File: src/rtl/wake_pme_ctrl.sv
module wake_pme_ctrl #(
  parameter int ADDR_W  = 2,
  parameter int DATA_W  = 8,
  parameter int TRANS_W = 4
) (
  input  logic               clk,
  input  logic               por_n,
  input  logic               func_rst_n,
  input  logic               mac_wake_pulse,
  input  logic               phy_energy_pulse,
  input  logic               reg_we,
  input  logic [ADDR_W-1:0]  reg_addr,
  input  logic [DATA_W-1:0]  reg_wdata,
  output logic [DATA_W-1:0]  reg_rdata,
  input  logic               pm_trans_valid,
  input  logic [TRANS_W-1:0] pm_trans_id,
  input  logic               aux_pwr_present,
  output logic               pme_n,
  output logic               wake_irq,
  output logic               phy_pwrdn
);
  localparam logic [ADDR_W-1:0] A_CTRL = ADDR_W'(0);
  localparam logic [ADDR_W-1:0] A_STAT = ADDR_W'(1);
  localparam logic [ADDR_W-1:0] A_MODE = ADDR_W'(2);

  logic mac_en, nrg_en, pme_en;
  logic wus_mac, wus_nrg, pme_sts, pme_q, mode_q;
  logic wr_ctrl, wr_stat, mac_set, nrg_set;
  logic mode_hit, mode_val;

  assign wr_ctrl = reg_we && (reg_addr == A_CTRL);
  assign wr_stat = reg_we && (reg_addr == A_STAT);
  assign mac_set = mac_wake_pulse && mac_en;
  assign nrg_set = phy_energy_pulse && nrg_en;

  always_ff @(posedge clk) begin
    if (!por_n || !func_rst_n) begin
      mac_en  <= 1'b0;
      nrg_en  <= 1'b0;
      wus_mac <= 1'b0;
      wus_nrg <= 1'b0;
    end else begin
      if (wr_ctrl) begin
        mac_en <= reg_wdata[0];
        nrg_en <= reg_wdata[1];
      end
      if (mac_set)                       wus_mac <= 1'b1;
      else if (wr_stat && reg_wdata[1])  wus_mac <= 1'b0;
      if (nrg_set)                       wus_nrg <= 1'b1;
      else if (wr_stat && reg_wdata[0])  wus_nrg <= 1'b0;
    end
  end

  always_comb begin
    mode_hit = 1'b0;
    mode_val = 1'b0;
    case (pm_trans_id)
      TRANS_W'(9):  begin mode_hit = !aux_pwr_present;             mode_val = 1'b0; end
      TRANS_W'(6):  begin mode_hit = aux_pwr_present;              mode_val = 1'b1; end
      TRANS_W'(1),
      TRANS_W'(3):  begin mode_hit = !pme_en;                      mode_val = 1'b1; end
      TRANS_W'(10),
      TRANS_W'(11): begin mode_hit = aux_pwr_present && !pme_en;   mode_val = 1'b1; end
      TRANS_W'(5):  begin mode_hit = !pme_en;                      mode_val = 1'b0; end
      default:      begin mode_hit = 1'b0;                         mode_val = 1'b0; end
    endcase
  end

  always_ff @(posedge clk) begin
    if (!por_n) begin
      pme_en  <= 1'b0;
      pme_sts <= 1'b0;
      pme_q   <= 1'b1;
      mode_q  <= 1'b0;
    end else begin
      pme_q <= !(pme_sts && pme_en);
      if (func_rst_n) begin
        if (wr_ctrl) pme_en <= reg_wdata[2];
        if (wus_mac || wus_nrg)           pme_sts <= 1'b1;
        else if (wr_stat && reg_wdata[2]) pme_sts <= 1'b0;
        if (pm_trans_valid && mode_hit) mode_q <= mode_val;
      end
    end
  end

  assign pme_n     = pme_q;
  assign wake_irq  = pme_sts;
  assign phy_pwrdn = mode_q;

  always_comb begin
    reg_rdata = '0;
    case (reg_addr)
      A_CTRL: reg_rdata[2:0] = {pme_en, nrg_en, mac_en};
      A_STAT: reg_rdata[2:0] = {pme_sts, wus_mac, wus_nrg};
      A_MODE: reg_rdata[0]   = mode_q;
      default: reg_rdata = '0;
    endcase
  end
endmodule


File: config.mk
export PLATFORM = sky130hd
export DESIGN_NAME = wake_pme_ctrl
export DESIGN_NICKNAME = d
export VERILOG_FILES = /design/src/rtl/wake_pme_ctrl.sv
export SDC_FILE = /design/constraint.sdc
export NUM_CORES = 1
export LEC_CHECK = 0
export BUFFER_PORTS_ARGS = -buffer_cell sky130_fd_sc_hd__buf_2
export CORE_AREA = 3 3 40 42
export DETAILED_ROUTE_END_ITERATION = 7
export DIE_AREA = 0 0 43 45
export GPL_TIMING_DRIVEN = 0
export HOLD_SLACK_MARGIN = 0.1
export PLACE_DENSITY = 0.8
export RECOVER_POWER = 100
export SETUP_SLACK_MARGIN = 0.15
export SYNTH_ARGS = -nofsm -noshare
export SYNTH_HDL_FRONTEND = slang
export SYNTH_SLANG_ARGS = --single-unit
export TNS_END_PERCENT = 50
File: constraint.sdc
create_clock -name clk -period 2.4 [get_ports clk]
set_input_delay 0.24 -clock clk [delete_from_list [all_inputs] [get_ports clk]]
set_output_delay 0.24 -clock clk [all_outputs]
set_load 0.02 [all_outputs]
==> impl_results.md, run 1 <==
- Kind of cell with the highest combined delay on the critical path: flip-flops
- Required @ worst endpoint: approximately 2.2 ns
- Number of optimization iterations in the first detailed-route pass: 2
- Clock sink count: 8
- Share of the clock period used by the worst path: 0.557
- Yosys warnings: 0
- Tightest Pin Transition: roughly 0.62 ns
- Port Buffer Count: 22
- Post-CTS setup buffers: 0
- RSZ-0062 raised after global routing: false
- DRC marker count from the first detailed-route iteration: 7
- Sequential element share of the synthesized area: 0.330
- Global-route total usage across every layer: 0.129
- CP cell instances: mux2i_1, o21ai_0, clkbuf_1
- Overall die width: about 43 µm
- Fill cell total of the finished layout: roughly 130
- Type of origin of the critical path: register
- Clock buffer count from CTS: 3
- Hold Path Class: primary input to register
- Drt total wl: 1160 µm
- HPWL after detailed placement: around 960 µm
- Static Leakage: 0.268 nW
- Crit Reg-Reg Startpoint: pme_en
- Type of the setup path with the least slack: register to output pin
- Fraction of layout cells with a size suffix above 1: 0.291
- Max_cap viols: 0
- Core Util, Final: 0.492
- Remaining DRCs: 0
- Later-pin clock latency in the skew report: between 0.2 and 0.3 ns
- Floorplan row count: 13
- Vias: roughly 500
- Starting Density: 0.378
- Data arrival time of the worst path: 1.10 ns
- Setup skew after layout: approximately 0.0056 ns
- Bufs and invs on worst path: 1
- Top Ports: 33
- Post-Route Setup TNS: 0 ns
- CTS HTree Levels: 1
- Setup crit start: phy_pwrdn
- Post-synthesis simple-gate area fraction: 0.294
- Multiplexer area fraction after synthesis: 0.144
- Reg2reg end: phy_pwrdn
- Largest net degree at the start of global routing: 8
- Endpoint of the worst hold-timing path: pme_n
- DRT antenna net count: 0
- Root Buffer: sky130_fd_sc_hd__clkbuf_4
- Final Max Slew Viols: 0
- Overall power: between 0.2 and 0.3 mW
- Post-synthesis share of cell area spent on xor and xnor gates: 0
- Weighted congestion reported at the end of routability-driven placement: between 0.7 and 0.8
- Relative area change from synthesis to final layout: 30.2%
- GRT overflow: 0
- Worst-path fanout max: 3
- Ratio of total power to cell area: between 400 and 500 nW/µm²
- Initial antenna violation count: 0
- Delay of the slowest cell on the worst path: around 0.35 ns
- Number of antenna diodes: 0
- Wire length of the first global-routing pass: approximately 1800 µm
- Highest-delay cell along the critical path: sky130_fd_sc_hd__dfxtp_1
- Hold Startpoint: por_n
- Distinct cell type count after synthesis: 22
- Net count, final: between 100 and 150
- CTS-repair resized insts: 0
- Adder-cell share of the synthesized area: 0
- Via count of the first global-routing pass: between 400 and 500
- Mapped Avg Cell Area: ~8.5 µm²
- Die area: 1940 µm²
- Worst IR drop on VDD: around 0.30 mV
- Core region area: 1280 µm²
- Kind of capture point of the worst setup path: output pin
- R2r worst-path depth: 4
- Outcome: completed
- Hold-critical path depth: 2
- Largest buffer count on any clock path: 2
- Seq cells post-synth: 8
- Maximum clock rate: around 750 MHz
- Fin. Hold Viols: 0
- Wire per inst: ~11 µm
- Count of mapped cells out of synthesis: 57
- Number of hold buffers added after cts: 0
- Count of endpoints failing setup in the final report: 0
- Die outline height: around 45 µm
- Clock-pin transition on the worst setup and hold timing paths: around 0.060 ns
- Largest family of logic cells by synthesized area: simple AND/OR/NAND/NOR gates
- Slack of the worst reg-to-reg path: roughly 1.3 ns
- Vias/cell: 4.99
- TritonCTS clock tree: yes
- Mapped Area: 485 µm²
- Post-layout minimum cycle time: ~1.3 ns
- Compound-cell area share of the yosys netlist: 0.147
- Relative slew slack: 0.585
cell usage in the layout, fill, tap and decap left out, types with 2 or more instances in the layout:
cell type and n:
sky130_fd_sc_hd__a22oi_1 2, sky130_fd_sc_hd__buf_2 15, sky130_fd_sc_hd__buf_4 5, sky130_fd_sc_hd__clkbuf_1 7, sky130_fd_sc_hd__clkbuf_4 3, sky130_fd_sc_hd__conb_1 5, sky130_fd_sc_hd__dfxtp_1 8, sky130_fd_sc_hd__mux2i_1 7
sky130_fd_sc_hd__nand2_1 7, sky130_fd_sc_hd__nand3_1 3, sky130_fd_sc_hd__nor2_1 8, sky130_fd_sc_hd__nor3b_1 2, sky130_fd_sc_hd__o21ai_0 4
flip-flops by register name (all words and copies together), names as in the netlist:
| register | count |
|---|---|
| mac_en | 1 |
| nrg_en | 1 |
| phy_pwrdn | 1 |
| pme_en | 1 |
| pme_n | 1 |
| wake_irq | 1 |
| wus_mac | 1 |
| wus_nrg | 1 |
layer usage:
layer  GRT usage  share of wire  wire length, µm
met1       0.131           0.37              429
met2       0.240           0.55              633
met3      0.0797          0.081               94
met4           0              0                0
met5           0              0                0
worst register-to-register path, stage by stage (launching register included):
cell and delay, ns:
sky130_fd_sc_hd__dfxtp_1 0.34, sky130_fd_sc_hd__nor3b_1 0.22, sky130_fd_sc_hd__a21oi_1 0.05, sky130_fd_sc_hd__o21ai_0 0.19
sky130_fd_sc_hd__mux2i_1 0.20
where the power goes:
group / leakage (nW) / switching (mW) / internal [mW]
Sequential: 0.0646 / 0.00121 / 0.134
Combinational: 0.190 / 0.0295 / 0.0245
Clock: 0.0138 / 0.0468 / 0.0573
Total: 0.268 / 0.0775 / 0.216
cell families after synthesis:
| logic type | after synthesis |
|---|---|
| other | 1 |
| buffers and inverters | 5 |
| DFF | 8 |
| AOI/OAI and AO/OA | 11 |
| and+or+nand+nor | 25 |
| muxes | 7 |
per-stage QoR:
| stage | instances | hold slack (ns) | cell area (µm²) | setup WS (ns) |
|---|---|---|---|---|
| after floorplan | 61 | 0.325 | 500 | 1.13 |
| after global placement | 98 | 0.424 | 629 | 1.28 |
| after detailed placement | 98 | 0.439 | 629 | 1.25 |
| after CTS | 101 | 0.217 | 652 | 1.13 |
| after global routing | 101 | 0.221 | 632 | 0.987 |
| final | 101 | 0.225 | 632 | 1.06 |
synth_stat cells:
master / number / area share
sky130_fd_sc_hd__nand3_1: 3 / 0.031
sky130_fd_sc_hd__nand4_1: 1 / 0.013
sky130_fd_sc_hd__a22oi_1: 2 / 0.031
sky130_fd_sc_hd__dfxtp_1: 8 / 0.33
sky130_fd_sc_hd__o2111ai_1: 1 / 0.018
sky130_fd_sc_hd__a21oi_1: 1 / 0.010
sky130_fd_sc_hd__nor3b_1: 1 / 0.015
sky130_fd_sc_hd__conb_1: 1 / 0.0077
sky130_fd_sc_hd__o21ai_0: 3 / 0.031
sky130_fd_sc_hd__a21boi_0: 1 / 0.015
sky130_fd_sc_hd__a21boi_1: 1 / 0.015
sky130_fd_sc_hd__nor2_1: 8 / 0.062
sky130_fd_sc_hd__nand2_1: 7 / 0.054
sky130_fd_sc_hd__and3b_1: 1 / 0.018
sky130_fd_sc_hd__nor4b_2: 1 / 0.031
sky130_fd_sc_hd__mux2i_1: 7 / 0.14
sky130_fd_sc_hd__nor3b_4: 1 / 0.039
sky130_fd_sc_hd__a211oi_1: 1 / 0.015
sky130_fd_sc_hd__o21ai_1: 1 / 0.010
sky130_fd_sc_hd__buf_4: 5 / 0.077
sky130_fd_sc_hd__nand3b_1: 1 / 0.015
sky130_fd_sc_hd__and3_2: 1 / 0.015
cell type report:
type	instances	area, µm²	area share
Tap cell	15	18.8	0.0297
Clock buffer	3	22.5	0.0356
Timing Repair Buffer	22	101	0.160
Multi-Input combinational cell	48	292	0.461
Sequential cell	8	160	0.253
Buffer	5	37.5	0.0594
how the worst max path moves through the flow:
stage                         endpoint  slack (ns)  cells past startpoint
final                     reg_rdata[0]        1.06                      3
after detailed placement     phy_pwrdn        1.25                      5
after CTS                 reg_rdata[0]        1.13                      3
after global routing      reg_rdata[0]        0.99                      3
after global placement       phy_pwrdn        1.28                      5
after floorplan           reg_rdata[0]        1.13                      2
Power figures use the tool's default switching activity.
==> run 2, diff against run 1 <==
Settings changed: ABC_AREA set to 1, CORE_AREA 3 3 40 42 to unset, CORE_MARGIN set to 3, CORE_UTILIZATION set to 36, DIE_AREA 0 0 43 45 to unset.
Clock period 2.4 ns to 1.1 ns, I/O delays scaled along.
==> impl_results.md, run 2 <==
- Hold Startpoint: mac_wake_pulse
- Worst-path fanout max: 2
- Ranking of synthesized cells by area: sky130_fd_sc_hd__dfxtp_1, sky130_fd_sc_hd__nand2_1, sky130_fd_sc_hd__buf_4
- Via count of the first global-routing pass: slightly above 600
- Starting Density: 0.392
- Place WS: 0.0196 ns
- Most used cells in the layout excluding fill and tap cells: sky130_fd_sc_hd__nand2_1, sky130_fd_sc_hd__buf_2, sky130_fd_sc_hd__inv_1
- Share of the clock period used by the worst path: 1.13
- Clock-pin transition on the worst setup and hold timing paths: about 0.060 ns
- Outcome: finished, violations left
- Main flop type after synthesis: sky130_fd_sc_hd__dfxtp_1
- Global-route total usage across every layer: 0.158
- Count of endpoints failing setup in the final report: 1
- Share of Yosys cell area claimed by the top area cell type: 0.310
- TritonCTS clock tree: yes
- Total cell area at the placement stage: between 600 and 700 µm²
- Post-route design area: between 700 and 800 µm²
- Drt total wl: roughly 1400 µm
- Remaining DRCs: 0
- Weighted congestion reported at the end of routability-driven placement: 0.804
- R2r worst-path depth: 7
- Post-Route Setup TNS: -0.142 ns
- Most common cell after layout, fill and taps aside: sky130_fd_sc_hd__nand2_1
- Wire length of the first global-routing pass: approximately 2300 µm
- Overall die width: 43.9 µm
- Sequential element share of the synthesized area: 0.310
- Core Util, Final: 0.556
- Type of the setup path with the least slack: register to output pin
- Kind of capture point of the worst setup path: output pin
- Ratio of total power to cell area: between 900 and 1000 nW/µm²
- Port Buffer Count: 22
- Wire per inst: ~11 µm
- Fin. Hold Viols: 0
- Yosys warnings: 0
- Slack of the worst reg-to-reg path: about 0.1 ns
- Core region area: roughly 1300 µm²
- GRT overflow: 0
- RSZ-0062 raised after global routing: true
- Static Leakage: 0.395 nW
- Number of synthesized flops with an enable pin: 0
- Number of antenna diodes: 0
- Initial antenna violation count: 0
- Reg2reg end: phy_pwrdn
- HPWL after detailed placement: 1010 µm
- Root Buffer: sky130_fd_sc_hd__clkbuf_4
- DRT antenna net count: 0
- Largest buffer count on any clock path: 2
- Relative area change from synthesis to final layout: 41.6%
- Maximum clock rate: 805 MHz
- Die outline height: approximately 44 µm
- Post-layout minimum cycle time: around 1.2 ns
- Clock sink count: 8
- Fraction of layout cells with a size suffix above 1: 0.375
- Count of mapped cells out of synthesis: 80
- Final Max Slew Viols: 0
- Mapped Avg Cell Area: approximately 6.5 µm²
- Worst setup path endpoint: reg_rdata[0]
- Vias: approximately 640
- Clock buffer count from CTS: 3
- Top Ports: 33
- Async set-or-reset flop fraction in the synthesized netlist: 0
- Crit Reg-Reg Startpoint: pme_en
- Number of optimization iterations in the first detailed-route pass: 4
- Required @ worst endpoint: around 0.99 ns
- Setup skew after layout: around 0.0074 ns
- Leading post-synthesis cells by instance count: sky130_fd_sc_hd__nand2_1, sky130_fd_sc_hd__inv_1, sky130_fd_sc_hd__dfxtp_1, sky130_fd_sc_hd__nor2_1
- Data arrival time of the worst path: about 1.1 ns
- Vias/cell: 5.02
- Max_cap viols: 0
- Setup crit start: phy_pwrdn
- Failing checks: setup timing
- Mapped Area: approximately 520 µm²
- Cell type with the largest total area after synthesis: sky130_fd_sc_hd__dfxtp_1
- Later-pin clock latency in the skew report: about 0.26 ns
- Floorplan row count: 13
- Library cell with the highest instance count after synthesis: sky130_fd_sc_hd__nand2_1
- Final Worst Setup Slack: -0.142 ns
- Seq cells post-synth: 8
- Type of origin of the critical path: register
- CTS HTree Levels: 1
- Worst IR drop on VDD: about 0.7 mV
- Distinct cell type count after synthesis: 19
- Largest net degree at the start of global routing: 7
- DRC marker count from the first detailed-route iteration: 3
- Die area: between 1500 and 2000 µm²
- Net count, final: ~140
- Hold Path Class: primary input to register
## run 2: power breakdown
group	total [mW]	switching (mW)	internal, mW	leakage, nW
Clock	0.228	0.103	0.125	0.0138
Sequential	0.297	0.00371	0.294	0.0675
Combinational	0.154	0.0891	0.0646	0.314
Total	0.679	0.195	0.483	0.395
## run 2: cells by family after synthesis
group / after synthesis / synth area share
flip-flops: 8 / 0.310
other: 1 / 0.00726
AO/OA/AOI/OAI: 11 / 0.140
AND/OR/NAND/NOR: 41 / 0.368
buffers and inverters: 19 / 0.174
## run 2: worst min path at each step
stage                   end  slack, ns  depth (start not counted)
global placement      pme_n       0.35                          2
global route        wus_mac       0.11                          3
CTS                 wus_mac       0.11                          3
detailed placement    pme_n       0.35                          2
floorplan             pme_n       0.20                          1
finish              wus_mac       0.11                          3
## run 2: worst max-delay path, cell delays in order (launching register included)
cell and delay (ns):
sky130_fd_sc_hd__dfxtp_2 0.32, sky130_fd_sc_hd__nor3b_1 0.13, sky130_fd_sc_hd__a221o_1 0.28, sky130_fd_sc_hd__buf_6 0.14
## run 2: what timing repair did
action / CTS / global route
hold buffers: 1 / 0
pin swaps: 3 / 3
buffers inserted: 2 / 0
endpoints found under the hold margin: 1 / 0
setup endpoints to repair: 4 / 5
gates resized for setup: 15 / 0
## run 2: routing by layer
| layer | global-route usage | vias to the layer above | share of wire |
|---|---|---|---|
| met5 | 0 | - | 0 |
| li1 | - | 308 | - |
| met1 | 0.169 | 284 | 0.37 |
| met2 | 0.262 | 37 | 0.50 |
| met3 | 0.0373 | 9 | 0.10 |
| met4 | 0.127 | 0 | 0.033 |
## run 2: per-stage QoR
step                hold slack (ns)  instances  total power, mW
floorplan                     0.195         84            0.392
global placement              0.348        121            0.440
detailed placement            0.351        121            0.445
CTS                           0.106        127            0.681
global route                  0.106        127            0.718
finish                        0.106        127            0.679
## run 2: final cells by class
cell class / count / area [µm²]
timing repair buffer: 25 / 149
tap: 15 / 18.8
fill: 146 / 586
buffer: 5 / 37.5
inverter: 14 / 52.6
sequential: 8 / 169
multi-input combinational: 57 / 283
clock buffer: 3 / 22.5
==> run 3, diff against run 2 <==
Settings changed: CORE_MARGIN 3 to 2, CORE_UTILIZATION 36 to 38, CTS_BUF_LIST set to sky130_fd_sc_hd__clkbuf_4, PLACE_DENSITY 0.8 to 0.84, SKIP_CTS_REPAIR_TIMING set to 1.
==> impl_results.md, run 3 (same netlist as run 2, synthesis figures left out) <==
- Outcome: finished, violations left
- Failing checks: setup timing
- Core Util, Final: 0.555
- Post-layout minimum cycle time: 1.23 ns
- Crit Reg-Reg Startpoint: pme_en
- Switching share of total power: 0.280
- Place WS: between 0.02 and 0.025 ns
- Weighted congestion reported at the end of routability-driven placement: about 0.85
- Number of optimization iterations in the first detailed-route pass: 4
- Hold Startpoint: por_n
- Worst-path fanout max: 3
- Via count of the first global-routing pass: slightly above 500
- Share of the clock period used by the worst path: 1.12
- Fin. Hold Viols: 0
- Final Max Slew Viols: 0
- Type of origin of the critical path: register
- Endpoint of the worst hold-timing path: pme_n
- Ratio of total power to cell area: 929 nW/µm²
- Drt total wl: around 1200 µm
- Clock sink count: 8
- CTS HTree Levels: 1
- RSZ-0062 raised after global routing: true
- Remaining DRCs: 0
- Logic pwr share: 0.213
- Starting Density: 0.402
- Number of antenna diodes: 0
- Vias: ~580
- Later-pin clock latency in the skew report: between 0.2 and 0.3 ns
- Hold-critical path depth: 2
- Max_cap viols: 0
- Type of the setup path with the least slack: register to output pin
- Root Buffer: sky130_fd_sc_hd__clkbuf_4
- DRC marker count from the first detailed-route iteration: 12
- Clock power share: 0.338
- Most used cells in the layout excluding fill and tap cells: sky130_fd_sc_hd__nand2_1, sky130_fd_sc_hd__buf_2, sky130_fd_sc_hd__inv_1
- Largest net degree at the start of global routing: 7
- TritonCTS clock tree: yes
- Port Buffer Count: 22
- Total cell area at the placement stage: between 600 and 700 µm²
- Static Leakage: approximately 0.39 nW
- Count of endpoints failing setup in the final report: 1
- DRT antenna net count: 0
- Part of the power in registers: 0.450
- Internal Dissipation: approximately 0.48 mW
- Most common cell after layout, fill and taps aside: sky130_fd_sc_hd__nand2_1
- Maximum clock rate: slightly above 800 MHz
- Initial antenna violation count: 0
- Fraction of layout cells with a size suffix above 1: 0.404
- Net count, final: between 100 and 150
- Floorplan row count: 13
- Required @ worst endpoint: approximately 0.99 ns
- Vias/cell: about 4.6
- Slack of the worst reg-to-reg path: ~0.090 ns
- GRT overflow: 0
- Post-route design area: approximately 710 µm²
- Reg2reg end: phy_pwrdn
- Overall die width: 40.9 µm
- Hold Path Class: primary input to register
- Largest buffer count on any clock path: 2
- Setup skew after layout: around 0.0076 ns
- Clock-pin transition on the worst setup and hold timing paths: around 0.060 ns
- Core region area: between 1000 and 1500 µm²
- Wire per inst: about 9.6 µm
- Final Worst Setup Slack: -0.134 ns
- Data arrival time of the worst path: approximately 1.1 ns
- Relative area change from synthesis to final layout: 38.0%
- Die outline height: a little over 40 µm
- Wire length of the first global-routing pass: approximately 1800 µm
- Die area: between 1500 and 2000 µm²
- Clock buffer count from CTS: 3
- HPWL after detailed placement: between 900 and 1000 µm
- Switching power: between 0.15 and 0.2 mW
- Final hold slack: 0.0937 ns
- R2r worst-path depth: 7
- Worst IR drop on VDD: 0.642 mV
- Global-route total usage across every layer: 0.160
- Top Ports: 33
- Kind of capture point of the worst setup path: output pin
-- run 3: changes by cell type in the layout (fill, tap and decap cells not counted), moves of 2 or more --
| cell | change |
|---|---|
| sky130_fd_sc_hd__nand2_2 | +2 |
| sky130_fd_sc_hd__nand2_1 | -2 |
| sky130_fd_sc_hd__buf_4 | -2 |
| sky130_fd_sc_hd__buf_2 | +3 |
| sky130_fd_sc_hd__clkbuf_1 | -2 |
-- run 3: layer usage --
metal  routed length (µm)  vias to the layer above  GRT usage
li1                     -                      305          -
met1                  479                      250      0.155
met2                  620                       19      0.305
met3                   79                        2     0.0217
met4                    6                        0      0.108
met5                    0                        -          0
-- run 3: worst max path at each step --
| stage | from | to | slack [ns] | cells after the start |
|---|---|---|---|---|
| after global routing | phy_pwrdn | reg_rdata[0] | -0.17 | 3 |
| after global placement | pme_en | phy_pwrdn | 0.06 | 7 |
| after detailed placement | pme_en | phy_pwrdn | 0.02 | 7 |
| after CTS | phy_pwrdn | reg_rdata[0] | -0.14 | 3 |
| after floorplan | pme_en | phy_pwrdn | 0.13 | 7 |
| final | phy_pwrdn | reg_rdata[0] | -0.13 | 3 |
-- run 3: power by group through the flow --
stage | Sequential (mW) | Clock, mW | Combinational, mW
2_1_floorplan | 0.307 | 0 | 0.0854
3_3_place_gp | 0.305 | 0 | 0.134
3_5_place_dp | 0.306 | 0 | 0.138
4_1_cts | 0.299 | 0.235 | 0.139
5_1_grt | 0.298 | 0.253 | 0.158
6_report | 0.298 | 0.224 | 0.141
-- run 3: per-stage QoR --
| step | setup TNS (ns) | power (mW) | cells |
|---|---|---|---|
| 6_report | -0.134 | 0.663 | 124 |
| 5_1_grt | -0.176 | 0.709 | 124 |
| 4_1_cts | -0.143 | 0.673 | 124 |
| 3_5_place_dp | 0 | 0.444 | 121 |
| 3_3_place_gp | 0 | 0.440 | 121 |
| 2_1_floorplan | 0 | 0.392 | 84 |
-- run 3: layout make-up --
| type | instances | area, µm² |
|---|---|---|
| plain buffers | 5 | 37.5 |
| inverters | 14 | 52.6 |
| clock buffers | 3 | 22.5 |
| multi-input cells | 57 | 287 |
| fillers | 141 | 572 |
| repair buffers | 22 | 126 |
| well taps | 15 | 18.8 |
| flip-flops and latches | 8 | 169 |
-- run 3: critical path: stages (launching register included) --
cell                      delay [ns]
sky130_fd_sc_hd__dfxtp_2        0.33
sky130_fd_sc_hd__nor3b_1        0.13
sky130_fd_sc_hd__a221o_1        0.27
sky130_fd_sc_hd__buf_6          0.14
